$ cat config.mk
export PLATFORM = sky130hd
export DESIGN_NAME = wdt_timer
export DESIGN_NICKNAME = d
export VERILOG_FILES = /design/src/rtl/wdt_pkg.sv /design/src/rtl/wdt_prescaler.sv /design/src/rtl/wdt_downcount.sv /design/src/rtl/wdt_pulse.sv /design/src/rtl/wdt_timer.sv
export SDC_FILE = /design/constraint.sdc
export NUM_CORES = 1
export LEC_CHECK = 0
export BUFFER_PORTS_ARGS = -buffer_cell sky130_fd_sc_hd__buf_2
export CAP_MARGIN = 40
export CORE_MARGIN = 8
export CORE_UTILIZATION = 45
export DETAILED_ROUTE_END_ITERATION = 10
export PLACE_DENSITY_LB_ADDON = 0.15
export SLEW_MARGIN = 20
export SYNTH_ARGS = -nofsm -noshare
export SYNTH_HDL_FRONTEND = slang
export SYNTH_SLANG_ARGS = --single-unit
$ cat constraint.sdc
create_clock -name clk -period 3.8 [get_ports clk]
set_input_delay 0.19 -clock clk [delete_from_list [all_inputs] [get_ports clk]]
set_output_delay 0.19 -clock clk [all_outputs]
set_load 0.01 [all_outputs]
$ cat src/rtl/wdt_pkg.sv
package wdt_pkg;

   localparam int unsigned REG_W        = 8;
   localparam int unsigned SECS_PER_MIN = 60;

   typedef enum logic [1:0] {
      SEL_TIMEOUT = 2'd0,
      SEL_CTRL    = 2'd1,
      SEL_STATUS  = 2'd2,
      SEL_RSVD    = 2'd3
   } wdt_sel_e;

   // control register bit positions
   localparam int unsigned CTRL_PULSE_EN = 1;
   localparam int unsigned CTRL_MINUTES  = 3;

   // status register bit positions
   localparam int unsigned STAT_FIRED    = 4;
   localparam int unsigned STAT_KBD_EN   = 6;
   localparam int unsigned STAT_MOUSE_EN = 7;

endpackage

$ cat src/rtl/wdt_prescaler.sv
module wdt_prescaler #(
   parameter int unsigned CLKS_PER_SEC = 32768
) (
   input  logic clk,
   input  logic rst_n,
   input  logic restart,
   input  logic minutes,
   output logic unit_tick
);
   import wdt_pkg::*;

   localparam int unsigned SUB_W = $clog2(CLKS_PER_SEC);
   localparam int unsigned MIN_W = $clog2(SECS_PER_MIN);
   localparam logic [SUB_W-1:0] SUB_LAST = SUB_W'(CLKS_PER_SEC - 1);
   localparam logic [MIN_W-1:0] MIN_LAST = MIN_W'(SECS_PER_MIN - 1);

   if (CLKS_PER_SEC < 2) begin : g_bad_rate
      $error("wdt_prescaler: CLKS_PER_SEC must be at least 2");
   end

   logic [SUB_W-1:0] sub_q;
   logic [MIN_W-1:0] sec_q;
   logic             sec_tick;

   assign sec_tick = (sub_q == SUB_LAST);

   always_ff @(posedge clk or negedge rst_n) begin
      if (!rst_n) begin
         sub_q <= '0;
      end else if (restart || sec_tick) begin
         sub_q <= '0;
      end else begin
         sub_q <= sub_q + 1'b1;
      end
   end

   always_ff @(posedge clk or negedge rst_n) begin
      if (!rst_n) begin
         sec_q <= '0;
      end else if (restart) begin
         sec_q <= '0;
      end else if (sec_tick) begin
         sec_q <= (sec_q == MIN_LAST) ? '0 : sec_q + 1'b1;
      end
   end

   assign unit_tick = minutes ? (sec_tick && (sec_q == MIN_LAST)) : sec_tick;

endmodule

$ cat src/rtl/wdt_downcount.sv
module wdt_downcount #(
   parameter int unsigned CNT_W = 8
) (
   input  logic             clk,
   input  logic             rst_n,
   input  logic             load,
   input  logic [CNT_W-1:0] load_val,
   input  logic             tick,
   output logic [CNT_W-1:0] count,
   output logic             expire
);

   if (CNT_W < 2) begin : g_bad_width
      $error("wdt_downcount: CNT_W must be at least 2");
   end

   localparam logic [CNT_W-1:0] LAST_ONE = CNT_W'(1);

   logic [CNT_W-1:0] cnt_q;

   always_ff @(posedge clk or negedge rst_n) begin
      if (!rst_n) begin
         cnt_q <= '0;
      end else if (load) begin
         cnt_q <= load_val;
      end else if (tick && (cnt_q != '0)) begin
         cnt_q <= cnt_q - 1'b1;
      end
   end

   assign count  = cnt_q;
   assign expire = tick && !load && (cnt_q == LAST_ONE);

endmodule

$ cat src/rtl/wdt_pulse.sv
module wdt_pulse #(
   parameter int unsigned PULSE_CYCLES = 16
) (
   input  logic clk,
   input  logic rst_n,
   input  logic fire,
   output logic out_n
);

   if (PULSE_CYCLES < 1) begin : g_bad_pulse
      $error("wdt_pulse: PULSE_CYCLES must be at least 1");
   end

   if (PULSE_CYCLES == 1) begin : g_single
      logic low_q;
      always_ff @(posedge clk or negedge rst_n) begin
         if (!rst_n) low_q <= 1'b0;
         else        low_q <= fire;
      end
      assign out_n = ~low_q;
   end else begin : g_stretch
      localparam int unsigned PW = $clog2(PULSE_CYCLES + 1);
      localparam logic [PW-1:0] PLEN = PW'(PULSE_CYCLES);
      logic [PW-1:0] left_q;
      always_ff @(posedge clk or negedge rst_n) begin
         if (!rst_n) begin
            left_q <= '0;
         end else if (fire) begin
            left_q <= PLEN;
         end else if (left_q != '0) begin
            left_q <= left_q - 1'b1;
         end
      end
      assign out_n = (left_q == '0);
   end

endmodule

$ cat src/rtl/wdt_timer.sv
module wdt_timer
   import wdt_pkg::*;
#(
   parameter int unsigned CLKS_PER_SEC = 32768,
   parameter int unsigned PULSE_CYCLES = 16
) (
   input  logic             clk,
   input  logic             rst_n,
   input  logic             reg_wr,
   input  logic [1:0]       reg_sel,
   input  logic [REG_W-1:0] reg_wdata,
   output logic [REG_W-1:0] reg_rdata,
   output logic             wdt_rst_n
);

   logic             wr_timeout, wr_ctrl, wr_status;
   logic [REG_W-1:0] ctrl_q;
   logic             fired_q, kbd_en_q, mouse_en_q;
   logic             unit_tick, expire, fire;
   logic [REG_W-1:0] count_q;

   assign wr_timeout = reg_wr && (reg_sel == SEL_TIMEOUT);
   assign wr_ctrl    = reg_wr && (reg_sel == SEL_CTRL);
   assign wr_status  = reg_wr && (reg_sel == SEL_STATUS);

   always_ff @(posedge clk or negedge rst_n) begin
      if (!rst_n)       ctrl_q <= '0;
      else if (wr_ctrl) ctrl_q <= reg_wdata;
   end

   always_ff @(posedge clk or negedge rst_n) begin
      if (!rst_n) begin
         fired_q    <= 1'b0;
         kbd_en_q   <= 1'b0;
         mouse_en_q <= 1'b0;
      end else begin
         if (expire) begin
            fired_q <= 1'b1;
         end else if (wr_status && !reg_wdata[STAT_FIRED]) begin
            fired_q <= 1'b0;
         end
         if (wr_status) begin
            kbd_en_q   <= reg_wdata[STAT_KBD_EN];
            mouse_en_q <= reg_wdata[STAT_MOUSE_EN];
         end
      end
   end

   wdt_prescaler #(.CLKS_PER_SEC(CLKS_PER_SEC)) u_presc (
      .clk       (clk),
      .rst_n     (rst_n),
      .restart   (wr_timeout),
      .minutes   (ctrl_q[CTRL_MINUTES]),
      .unit_tick (unit_tick)
   );

   wdt_downcount #(.CNT_W(REG_W)) u_count (
      .clk      (clk),
      .rst_n    (rst_n),
      .load     (wr_timeout),
      .load_val (reg_wdata),
      .tick     (unit_tick),
      .count    (count_q),
      .expire   (expire)
   );

   assign fire = expire && ctrl_q[CTRL_PULSE_EN];

   wdt_pulse #(.PULSE_CYCLES(PULSE_CYCLES)) u_pulse (
      .clk   (clk),
      .rst_n (rst_n),
      .fire  (fire),
      .out_n (wdt_rst_n)
   );

   always_comb begin
      reg_rdata = '0;
      case (reg_sel)
         SEL_TIMEOUT: reg_rdata = count_q;
         SEL_CTRL:    reg_rdata = ctrl_q;
         SEL_STATUS: begin
            reg_rdata[STAT_FIRED]    = fired_q;
            reg_rdata[STAT_KBD_EN]   = kbd_en_q;
            reg_rdata[STAT_MOUSE_EN] = mouse_en_q;
         end
         default:     reg_rdata = '0;
      endcase
   end

endmodule

==> flow_metrics.tcl <==
set metrics [dict create \
    status "complete, no violations" \
    rr_worst_depth 5 \
    fp.dieW_um 90.59 \
    finalCriticalPeriod_ns 2.143 \
    grt_max_degree 25 \
    power_per_cell_area_nw_per_um2 401.4 \
    hp-start "reg_wdata[1]" \
    setup_tns_ns 0 \
    ys_types 46 \
    yosysMostFrequentCell "dfrtp_1" \
    crit_family "simple AND/OR/NAND/NOR gates" \
    setup_ws_ns 1.657 \
    cp_num_buf_inv 0 \
    viasPerCell 5.694 \
    syn_avg_cell_area_um2 9.857 \
    grt_pass1_wl_um 9425 \
    ys_seq_area_share_pct 44.98 \
    hold_violations 0 \
    first_global_vias 1992 \
    whs_path_depth 3 \
    die-area_um2 8207 \
    wl_um 5371 \
    r2r-start "u_presc.sub_q[1]" \
    ir_drop_mv 0.1932 \
    grt_overflow 0 \
    synth_top_cell_by_area "dfrtp_1" \
    ys.flop_type "dfrtp_1" \
    hold_buffers 1 \
    worstPathCellList "ha_1 > nand4_1 > nor4_4 > nand3_1 > o32ai_1" \
    antennaDiodeCount 0 \
    drc 0 \
    place.gp.congestion 0.8685 \
    syn-cell-area_um2 2504 \
    drive_above_1_share_pct 17.63 \
    htree_num_levels 2 \
    num_rows 27 \
    met2_length_um 2652 \
    synth_top_area_share_pct 44.98 \
    hp-class "in -> reg" \
    vias 1993 \
    cts_tree "built" \
    core_um2 5439 \
    synth_area_leaders "dfrtp_1, mux2i_1, mux2_2" \
    wire_per_inst_um 15.35 \
    required_ns 4.00 \
    drt-initial-drc-count 70 \
    setup_viol_count_final 0 \
    fin_skew_ns 0.008936 \
    wl_met3_um 188 \
    clk_latency_ns 0.29 \
    cts_setup_buffers 0 \
    yosys_warnings 0 \
    ios 22 \
    cap_violations 0 \
    critPathSlowestCell "nor4_4" \
    drtPass1Iterations 4 \
    ant_nets 0 \
    synth_cells 254 \
    syn_to_final_growth_pct 12.09 \
    tightest_slew_ns 0.8317 \
    post-route-period-util_pct 56.40 \
    max_stage_delay_ns 0.67 \
    path_class "reg -> reg" \
    portBuffers 21 \
    async_flop_share_pct 100.0 \
    power.leakage_uw 0.001211 \
    hpwl_um 3883 \
    path_max_fanout 16 \
    track_usage_pct 13.69 \
    cts_resized 0 \
    die_h_um 90.59 \
    timing.rr.end "u_count.count[3]" \
    worstSetupStartpointType "flop" \
    drt-met1-wl_um 2470 \
    max_slew_margin_pct 44.14 \
    nFillCells 528 \
    routed.top_layer "met4" \
    rrSetupSlack_ns 1.66 \
    slew_viol_final 0 \
    synthTopCellsByCount "dfrtp_1, nor2_1, nand2_1, mux2i_1, mux2_2" \
    final_nets 297 \
    synth_nets 274 \
    worst_setup_path_end_kind "flop" \
    place_ws_ns 1.657 \
    clk_pin_slew_ns 0.08 \
    cts_buffers 5 \
    cts_buffer_depth 2 \
    antenna_found_initial 0 \
    synth_edf_count 0 \
    ys_seq_elements 45 \
    cts_root_buf "clkbuf_8" \
    holdPathEnd "u_count.count[1]" \
    fmax_mhz 466.6 \
    initial_core_util_pct 46.03 \
    clock_sinks 45 \
    rsz0062_at_grt "false" \
    crit_arrival_ns 2.34 \
]
-- how the worst max path moves through the flow --
stage                          start               end  slack (ns)  cells after the start
floorplan           u_presc.sub_q[0]  u_count.count[6]        1.97                      6
global placement    u_presc.sub_q[4]  u_count.count[3]        1.69                      4
detailed placement  u_presc.sub_q[0]  u_count.count[3]        1.66                      5
CTS                 u_presc.sub_q[1]  u_count.count[3]        1.65                      5
global route        u_count.count[0]  u_count.count[3]        1.48                      6
finish              u_presc.sub_q[1]  u_count.count[3]        1.66                      5
-- registers in the layout (all words and copies together), names as in the netlist --
signal / cells
u_presc.sub_q: 15
ctrl_q: 8
u_count.count: 8
u_presc.sec_q: 6
u_pulse.g_stretch.left_q: 5
fired_q: 1
kbd_en_q: 1
mouse_en_q: 1
-- report_power, final --
part / internal, µW / switching (µW) / leakage, µW
Sequential: 536 / 70.0 / 0.000583
Clock: 164 / 157 / 0.0000542
Combinational: 93.1 / 105 / 0.000574
-- area by class of cell --
class | instances | area, µm² | share of cell area (%)
multi-input combinational | 193 | 1316 | 46.90
sequential | 45 | 1126 | 40.12
timing repair buffer | 24 | 142.6 | 5.082
clock buffer | 7 | 96.34 | 3.433
tap | 72 | 90.09 | 3.210
inverter | 8 | 30.03 | 1.070
clock inverter | 1 | 5.005 | 0.1783
-- per-stage QoR --
| step | util (%) | total power [µW] | hold slack, ns | cell area (µm²) | instances |
|---|---|---|---|---|---|
| 3_3_place_gp | 49.18 | 811.2 | 0.4238 | 2675 | 340 |
| 3_5_place_dp | 49.55 | 816.5 | 0.2076 | 2695 | 341 |
| 5_1_grt | 51.60 | 1197 | 0.1384 | 2806 | 350 |
| 4_1_cts | 51.60 | 1146 | 0.1277 | 2806 | 350 |
| 6_report | 51.60 | 1127 | 0.1307 | 2806 | 350 |
| 2_1_floorplan | - | 737.1 | -0.1056 | 2504 | 254 |
-- cell families (layout without fill, tap and decap cells) --
family	after synthesis	in the layout	synth area share, %
AOI/OAI and AO/OA	36	36	9.096
DFF	45	45	44.98
adders and majority gates	7	7	3.498
and+or+nand+nor	112	112	24.74
muxes	24	24	10.14
buffers and inverters	16	40	2.649
xor gates and xnor gates	14	14	4.897
-- worst min-delay path, cell delays in order --
cell and delay [ns]:
buf_2 0.09, nand2_1 0.05, o31ai_1 0.06
-- metal layers --
metal / up-vias / global-route usage (%)
li1: 982 / -
met2: 30 / 23.75
met1: 974 / 16.29
met5: - / 0
met4: 0 / 4.161
met3: 7 / 3.159
-- layout by cell type (no fill, tap or decap), types with 3 or more instances in the layout --
cell type,count
dfrtp_1,45
nor2_1,28
nand2_1,22
buf_2,21
mux2i_1,13
mux2_2,11
xnor2_1,10
nor3_1,10
o21ai_0,9
nand3_1,9
nor4_1,9
inv_1,8
a21oi_1,8
nand4_1,7
ha_1,7
clkbuf_8,7
or3_1,4
xor2_1,4
and4_1,3
a211oi_1,3
a31oi_1,3
No activity file was read; power rests on OpenSTA's default activity.
